`config.mk`:
```
export PLATFORM = sky130hd
export DESIGN_NAME = msg_event_irq
export DESIGN_NICKNAME = d
export VERILOG_FILES = /design/src/rtl/mei_pkg.sv /design/src/rtl/mei_pulse_gen.sv /design/src/rtl/mei_failsafe_timer.sv /design/src/rtl/msg_event_irq.sv
export SDC_FILE = /design/constraint.sdc
export NUM_CORES = 1
export LEC_CHECK = 0
export CORE_MARGIN = 2
export CORE_UTILIZATION = 40
export CTS_BUF_LIST = sky130_fd_sc_hd__clkbuf_4 sky130_fd_sc_hd__clkbuf_8
export DETAILED_ROUTE_END_ITERATION = 16
export DONT_BUFFER_PORTS = 1
export GPL_TIMING_DRIVEN = 0
export HOLD_SLACK_MARGIN = 0.15
export PLACE_DENSITY = 0.59
export SLEW_MARGIN = 30
export SYNTH_ARGS = -nofsm -noshare
export SYNTH_HDL_FRONTEND = slang
export SYNTH_HIERARCHICAL = 1
export SYNTH_SLANG_ARGS = --single-unit
```
`constraint.sdc`:
```
create_clock -name clk -period 3.45 [get_ports clk]
set_input_delay 0.69 -clock clk [delete_from_list [all_inputs] [get_ports clk]]
set_output_delay 0.69 -clock clk [all_outputs]
set_load 0.005 [all_outputs]
```
`src/rtl/mei_pkg.sv`:
```
package mei_pkg;
  typedef enum logic [1:0] {
    XSEL_OFF  = 2'b00,
    XSEL_RX   = 2'b01,
    XSEL_TX   = 2'b10,
    XSEL_BOTH = 2'b11
  } xfer_sel_e;

  localparam int unsigned N_PULSE   = 3;
  localparam int unsigned PIDX_XFER = 0;
  localparam int unsigned PIDX_MODE = 1;
  localparam int unsigned PIDX_CMD  = 2;
endpackage

```
`src/rtl/mei_pulse_gen.sv`:
```
module mei_pulse_gen #(
  parameter int unsigned PW = 3
) (
  input  logic clk,
  input  logic rst_n,
  input  logic clr,
  input  logic trig,
  output logic pulse_n
);
  localparam int unsigned CW = $clog2(PW + 1);
  localparam logic [CW-1:0] LOAD = CW'(PW);

  logic [CW-1:0] cnt_q;

  always_ff @(posedge clk or negedge rst_n) begin
    if (!rst_n)              cnt_q <= '0;
    else if (clr)            cnt_q <= '0;
    else if (trig)           cnt_q <= LOAD;
    else if (cnt_q != '0)    cnt_q <= cnt_q - 1'b1;
  end

  assign pulse_n = (cnt_q == '0);
endmodule

```
`src/rtl/mei_failsafe_timer.sv`:
```
module mei_failsafe_timer #(
  parameter int unsigned FS_A = 600,
  parameter int unsigned FS_B = 800
) (
  input  logic clk,
  input  logic rst_n,
  input  logic clr,
  input  logic start,
  input  logic finish,
  input  logic cmd_valid,
  input  logic variant_a,
  output logic window,
  output logic inhibit
);
  localparam int unsigned FS_MAX = (FS_A > FS_B) ? FS_A : FS_B;
  localparam int unsigned CW     = $clog2(FS_MAX + 1);
  localparam logic [CW-1:0] LAST_A = CW'(FS_A - 1);
  localparam logic [CW-1:0] LAST_B = CW'(FS_B - 1);

  logic [CW-1:0] cnt_q;
  logic          act_q;
  logic          inh_q;
  logic          lim_a_q;
  logic          expire;
  logic          may_start;

  assign expire    = act_q && !finish && (cnt_q == (lim_a_q ? LAST_A : LAST_B));
  assign may_start = !act_q && start && (!inh_q || cmd_valid);

  always_ff @(posedge clk or negedge rst_n) begin
    if (!rst_n) begin
      cnt_q   <= '0;
      act_q   <= 1'b0;
      inh_q   <= 1'b0;
      lim_a_q <= 1'b0;
    end else if (clr) begin
      cnt_q   <= '0;
      act_q   <= 1'b0;
      inh_q   <= 1'b0;
      lim_a_q <= 1'b0;
    end else begin
      if (act_q) begin
        if (finish || expire) act_q <= 1'b0;
        else                  cnt_q <= cnt_q + 1'b1;
      end else if (may_start) begin
        act_q   <= 1'b1;
        cnt_q   <= '0;
        lim_a_q <= variant_a;
      end
      if (expire)         inh_q <= 1'b1;
      else if (cmd_valid) inh_q <= 1'b0;
    end
  end

  assign window  = act_q;
  assign inhibit = inh_q;
endmodule

```
`src/rtl/msg_event_irq.sv`:
```
module msg_event_irq
  import mei_pkg::*;
#(
  parameter int unsigned PULSE_CYC = 3,
  parameter int unsigned FS_CYC_A  = 600,
  parameter int unsigned FS_CYC_B  = 800
) (
  input  logic       clk,
  input  logic       rst_n,
  input  logic       supersede,
  input  logic       cmd_valid,
  input  logic       rx_done,
  input  logic       tx_done,
  input  logic       mc_done,
  input  logic       msg_err,
  input  logic       tx_start,
  input  logic       tx_finish,
  input  logic [1:0] xfer_sel,
  input  logic       proto_a_sel,
  output logic       xfer_irq_n,
  output logic       mode_irq_n,
  output logic       err_flag_n,
  output logic       cmd_strobe_n,
  output logic       xmit_window,
  output logic       tx_inhibit
);
  xfer_sel_e          sel;
  logic               err_q;
  logic               blocked;
  logic [N_PULSE-1:0] trig;
  logic [N_PULSE-1:0] pls_n;

  assign sel     = xfer_sel_e'(xfer_sel);
  assign blocked = err_q || msg_err;

  always_comb begin
    trig = '0;
    trig[PIDX_XFER] = !blocked &&
                      ((rx_done && (sel == XSEL_RX || sel == XSEL_BOTH)) ||
                       (tx_done && (sel == XSEL_TX || sel == XSEL_BOTH)));
    trig[PIDX_MODE] = !blocked && mc_done;
    trig[PIDX_CMD]  = cmd_valid;
  end

  always_ff @(posedge clk or negedge rst_n) begin
    if (!rst_n)         err_q <= 1'b0;
    else if (supersede) err_q <= 1'b0;
    else if (msg_err)   err_q <= 1'b1;
    else if (cmd_valid) err_q <= 1'b0;
  end

  for (genvar g = 0; g < N_PULSE; g++) begin : g_pulse
    mei_pulse_gen #(.PW(PULSE_CYC)) u_pg (
      .clk     (clk),
      .rst_n   (rst_n),
      .clr     (supersede),
      .trig    (trig[g]),
      .pulse_n (pls_n[g])
    );
  end

  mei_failsafe_timer #(.FS_A(FS_CYC_A), .FS_B(FS_CYC_B)) u_fs (
    .clk       (clk),
    .rst_n     (rst_n),
    .clr       (supersede),
    .start     (tx_start),
    .finish    (tx_finish),
    .cmd_valid (cmd_valid),
    .variant_a (proto_a_sel),
    .window    (xmit_window),
    .inhibit   (tx_inhibit)
  );

  assign xfer_irq_n   = pls_n[PIDX_XFER];
  assign mode_irq_n   = pls_n[PIDX_MODE];
  assign cmd_strobe_n = pls_n[PIDX_CMD];
  assign err_flag_n   = !err_q;
endmodule

```
Word level (Yosys, flattened, before mapping)

Cells that the tools add are included.

Add/subtract/negate cells: 4
$mul: 0
Divide/modulo/power cells: 0
Magnitude comparators: 0
Eq/ne operators: 6
Shift-type cells: 0
Multiplexer cells: 26
Bitwise gates (word level): 0
Reduce and logical (&&, ||, !) cells: 34

Operators with widths:

| kind                                                               | number |
|---|---|
| 10-bit 2-to-1 mux                                                  | 4 |
| 2-bit 2-to-1 mux                                                   | 9 |
| 3-bit nonzero test                                                 | 6 |
| 1-bit 2-to-1 mux                                                   | 12 |
| 10-bit by 1-bit adder with 10-bit output, second input constant    | 1 |
| 10-bit == test                                                     | 1 |
| 9-bit 2-to-1 mux                                                   | 1 |
| 1-bit logical AND                                                  | 8 |
| 2-bit nonzero test                                                 | 4 |
| 2-bit logical NOT                                                  | 3 |
| 1-bit logical OR                                                   | 6 |
| 2-bit by 1-bit subtractor with 2-bit output, second input constant | 3 |
| 1-bit logical NOT                                                  | 5 |
| 2-bit == test, second input constant                               | 2 |
| 2-bit AND reduction                                                | 2 |
| 3-bit inequality test, second input constant                       | 1 |
| 2-bit by 1-bit == test with 1-bit output, second input constant    | 1 |
| 2-bit inequality test, second input constant                       | 1 |

Bits in registers: 20
Latch bits: 0
Memory bits (writable): 0
Memory bits (read-only): 0
Input port bits: 13
Output and inout bits: 6
Word-level logic and storage cells: 78
Memories kept: 0

Longest topological paths before layout

Depth after elaboration: 7
Mapped depth: 5
Gate-level depth less buffers: 5

Modules after synthesis

The synthesis kept the hierarchy.

By module, submodules not included:

| module             | times used | cells each | area each (um^2) |
|---|---|---|---|
| mei_failsafe_timer | 1          | 77         | 745.7 |
| mei_pulse_gen      | 3          | 10         | 106.4 |
| msg_event_irq      | 1          | 8          | 62.6 |

Least setup slack after synthesis

No wires, ideal clock.

Path kind: input port to flip-flop
Start: input supersede
End: register u_fs.cnt_q[8]
Data arrival time: 1,578 ps
Data required time: 3,360 ps
Slack: 1,782 ps
Stages: 4
Path buffers: 1
Cell sequence: clkbuf_1 > nor3b_2 > nand2_1 > o221ai_1

Cells in the longest elaborated chain, start to end: 2

Ends and longest elaborated chain:

| what                                                                         | line                     | RTL |
|---|---|---|
| start, declared                                                              | msg_event_irq.sv:10      | `input logic supersede,` |
| 3-bit inequality test (no source line) or 3-bit nonzero test (tied branches) | --                       |  |
| 2-bit AND reduction (no source line)                                         | --                       |  |
| end signal, assigned                                                         | mei_failsafe_timer.sv:44 | `else cnt_q <= cnt_q + 1'b1;` |
| end, declared                                                                | mei_failsafe_timer.sv:20 | `logic [CW-1:0] cnt_q;` |

Parallel ways exist; a longest one is shown, timed or not.
A chain may end at the register's enable or synchronous reset.

Worst setup path after layout

Same ends and word-level chain as after synthesis.

==> metrics.yaml <==
status:
  status: "finished clean"
detailed_routing:
  routed_wl_microns: 2200
  drc: 0
  vias: 893
  postRouteAntennaNets: 0
  routedWlPerCell_microns: 14.6
  viasPerCell: 5.91
  dr.pass1.iters: 4
  initialDrtViolationCount: 12
power_and_ir_drop:
  switching_share_pct: 27.4
  power_density_nw_per_um2: 520
  power_leakage_nw: 0.550
  power_frac_seq_pct: 43.6
  p_int_uw: 461
  fin_total_pwr_uw: 636
  switchingPower_uw: 174
  p_comb_share_pct: 26.3
  clock_power_share_pct: 30.1
  vdd.ir_drop.worst_uv: 342
critical_path:
  end_kind: "register"
  crit_arrival_ps: 1970
  critPathLaunchType: "input pin"
  r2r_start: "u_fs/cnt_q[6]$_DFFE_PN0P_"
  critical_path_class: "in -> reg"
  r2r_cells: 4
  cp_top_family: "simple AND/OR/NAND/NOR gates"
  reg2reg_to: "u_fs/cnt_q[7]$_DFFE_PN0P_"
  crit_path_max_fanout: 10
  cp_cell_sequence: "clkbuf_1 > nor3b_2 > nand2_1 > o221ai_1"
  rrSetupSlack_ps: 1760
  cp.required_ps: 3670
  crit_path_max_incr_delay_ps: 570
  crit_buf_inv: 1
  cp_slowest_cell: "nor3b_2"
layout:
  fillers: 276
  antenna_cells: 0
  final_common_cell: "dfrtp_1"
  fin_nets: 138
  layout_common_cells: "dfrtp_1, inv_1, nor2_1, a31oi_1"
  syn_to_final_growth_pct: 8.55
  final_util_pct: 45.2
  drive_above_1_share_pct: 7.50
floorplan:
  dieHeight_microns: 57.1
  die_w_microns: 57.1
  core_sq_um: 2710
  dieArea_sq_um: 3260
  pin_count: 19
  placementRows: 19
  start_util_pct: 41.6
grt:
  grt_pass1_vias: 824
  overflow: 0
  antenna_found_initial: 0
  grtUsageTotal_pct: 14.7
  grt_max_degree: 21
  grt_pass1_wl_microns: 3730
clocking:
  path_clk_slew_ps: 120
  h-tree-depth: 1
  clk_latency_ps: 300
  cts_tree: "done"
  cts_buffers: 3
  post-cts-setup-buffer-count: 0
  cts-root-buf: "clkbuf_4"
  clockBufferDepth: 2
  cts-resized-gates: 0
  clock_sinks: 20
  hold_buffers: 1
logic_synthesis:
  syn_nets: 132
  ys_ff_latch: 20
  synth-main-ff-cell: "dfrtp_1"
  synth_edf_count: 0
  synth_cell_types: 35
  async_flop_share_pct: 100
  synthCells: 115
  yosysWarnings: 6
  syn-cell-area_sq_um: 1130
  seq_area_frac_synth_pct: 44.4
  synth_area_per_cell_sq_um: 9.80
placement:
  dp_hpwl_microns: 1640
  gp_congestion: 0.780
  io_buffers: 0
sta:
  finalSetupViolCount: 0
  finalHoldViolCount: 0
  skew_ps: 1.68
  worstMarginPinSlew_ps: 602
  relSlewSlack_pct: 59.7
  fin_setup_tns_ps: 0
  drv_slew: 0
  finalCritPeriodShare_pct: 50.8
  fmax_mhz: 571
  post-route-min-period_ps: 1750
  rsz0062_at_grt: "false"
run:
  maxCapViolations: 0
min_path:
  hp-class: "in -> async"
-- cell type report --
cell class,count,area [sq um],share of cell area (%)
Buffer,1,3.75,0.307
Clock buffer,3,22.5,1.84
Clock inverter,1,30.0,2.45
Inverter,12,45.0,3.68
Multi-Input combinational cell,82,578,47.2
Sequential cell,20,500,40.9
Tap cell,31,38.8,3.17
Timing Repair Buffer,1,5.00,0.409
-- power groups by stage --
| stage | Sequential [mW] | Clock [mW] | Combinational, mW |
|---|---|---|---|
| final | 0.277 | 0.192 | 0.167 |
| after global routing | 0.281 | 0.212 | 0.197 |
| after CTS | 0.277 | 0.197 | 0.173 |
| after detailed placement | 0.282 | 0 | 0.166 |
| after global placement | 0.281 | 0 | 0.157 |
| after floorplan | 0.279 | 0 | 0.143 |
-- logic make-up (layout without fill, tap and decap cells) --
| group | count (synthesis) | after routing | share of synthesized area (%) |
|---|---|---|---|
| muxes | 5 | 5 | 4.44 |
| xor gates and xnor gates | 3 | 3 | 2.33 |
| buffers and inverters | 13 | 18 | 4.33 |
| adders and majority gates | 4 | 4 | 4.44 |
| DFF | 20 | 20 | 44.4 |
| AOI/OAI and AO/OA | 30 | 30 | 19.8 |
| and+or+nand+nor | 40 | 40 | 20.3 |
-- sequential cells by signal, indices dropped and copies added, names as in the netlist --
signal / flops
u_fs/cnt_q: 10
g_pulse.u_pg/cnt_q: 6
u_fs/lim_a_q: 1
u_fs/window: 1
err_q: 1
u_fs/inhibit: 1
-- synthesized netlist by cell type (2+ instances only) --
cell | count | area (sq um)
or3_1 | 2 | 12.5
inv_1 | 12 | 45.0
o221ai_1 | 2 | 17.5
mux2i_1 | 5 | 50.1
dfrtp_1 | 20 | 500
nand3_1 | 5 | 25.0
xnor2_1 | 3 | 26.3
a21oi_1 | 2 | 10.0
ha_1 | 4 | 50.1
o21ai_1 | 2 | 10.0
nand2b_1 | 3 | 18.8
and4bb_1 | 2 | 25.0
nand2_1 | 4 | 15.0
o21a_1 | 2 | 15.0
nor4_1 | 2 | 12.5
o21ai_0 | 3 | 15.0
and3_1 | 3 | 18.8
nor2_1 | 12 | 45.0
o21ba_1 | 3 | 30.0
a31oi_1 | 9 | 56.3
-- metrics by stage --
step | hold slack, ps | worst slack (ps) | area (sq um) | cells
finish | 323 | 1700 | 1220 | 151
global route | 326 | 1600 | 1220 | 151
CTS | 424 | 1700 | 1230 | 151
detailed placement | 395 | 1380 | 1170 | 146
global placement | 395 | 1430 | 1170 | 146
floorplan | 394 | 1780 | 1130 | 115
-- routing by layer --
| layer | vias to the layer above | GRT usage (%) | part of all wire (%) |
|---|---|---|---|
| met1 | 438 | 19.2 | 48 |
| li1 | 434 | - | - |
| met5 | - | 0 | 0 |
| met3 | 2 | 4.99 | 5.0 |
| met2 | 19 | 22.8 | 46 |
| met4 | 0 | 4.98 | 0.82 |
-- worst max path at each step --
stage	startpoint	slack (ps)	depth (start not counted)	to
3_5_place_dp	supersede	1380	4	u_fs/cnt_q[8]$_DFFE_PN0P_
5_1_grt	u_fs/cnt_q[3]$_DFFE_PN0P_	1600	4	u_fs/cnt_q[8]$_DFFE_PN0P_
3_3_place_gp	supersede	1430	4	u_fs/cnt_q[8]$_DFFE_PN0P_
2_1_floorplan	supersede	1780	4	u_fs/cnt_q[8]$_DFFE_PN0P_
4_1_cts	supersede	1700	4	u_fs/cnt_q[8]$_DFFE_PN0P_
6_report	supersede	1700	4	u_fs/cnt_q[8]$_DFFE_PN0P_
-- worst reg2reg max path, delay by kind of cell, from the launching register on --
family           cells  cell delay, ps
AO/OA/AOI/OAI        2             580
AND/OR/NAND/NOR      2             560
flip-flops           1             450
(Power assumes the default switching activity.)
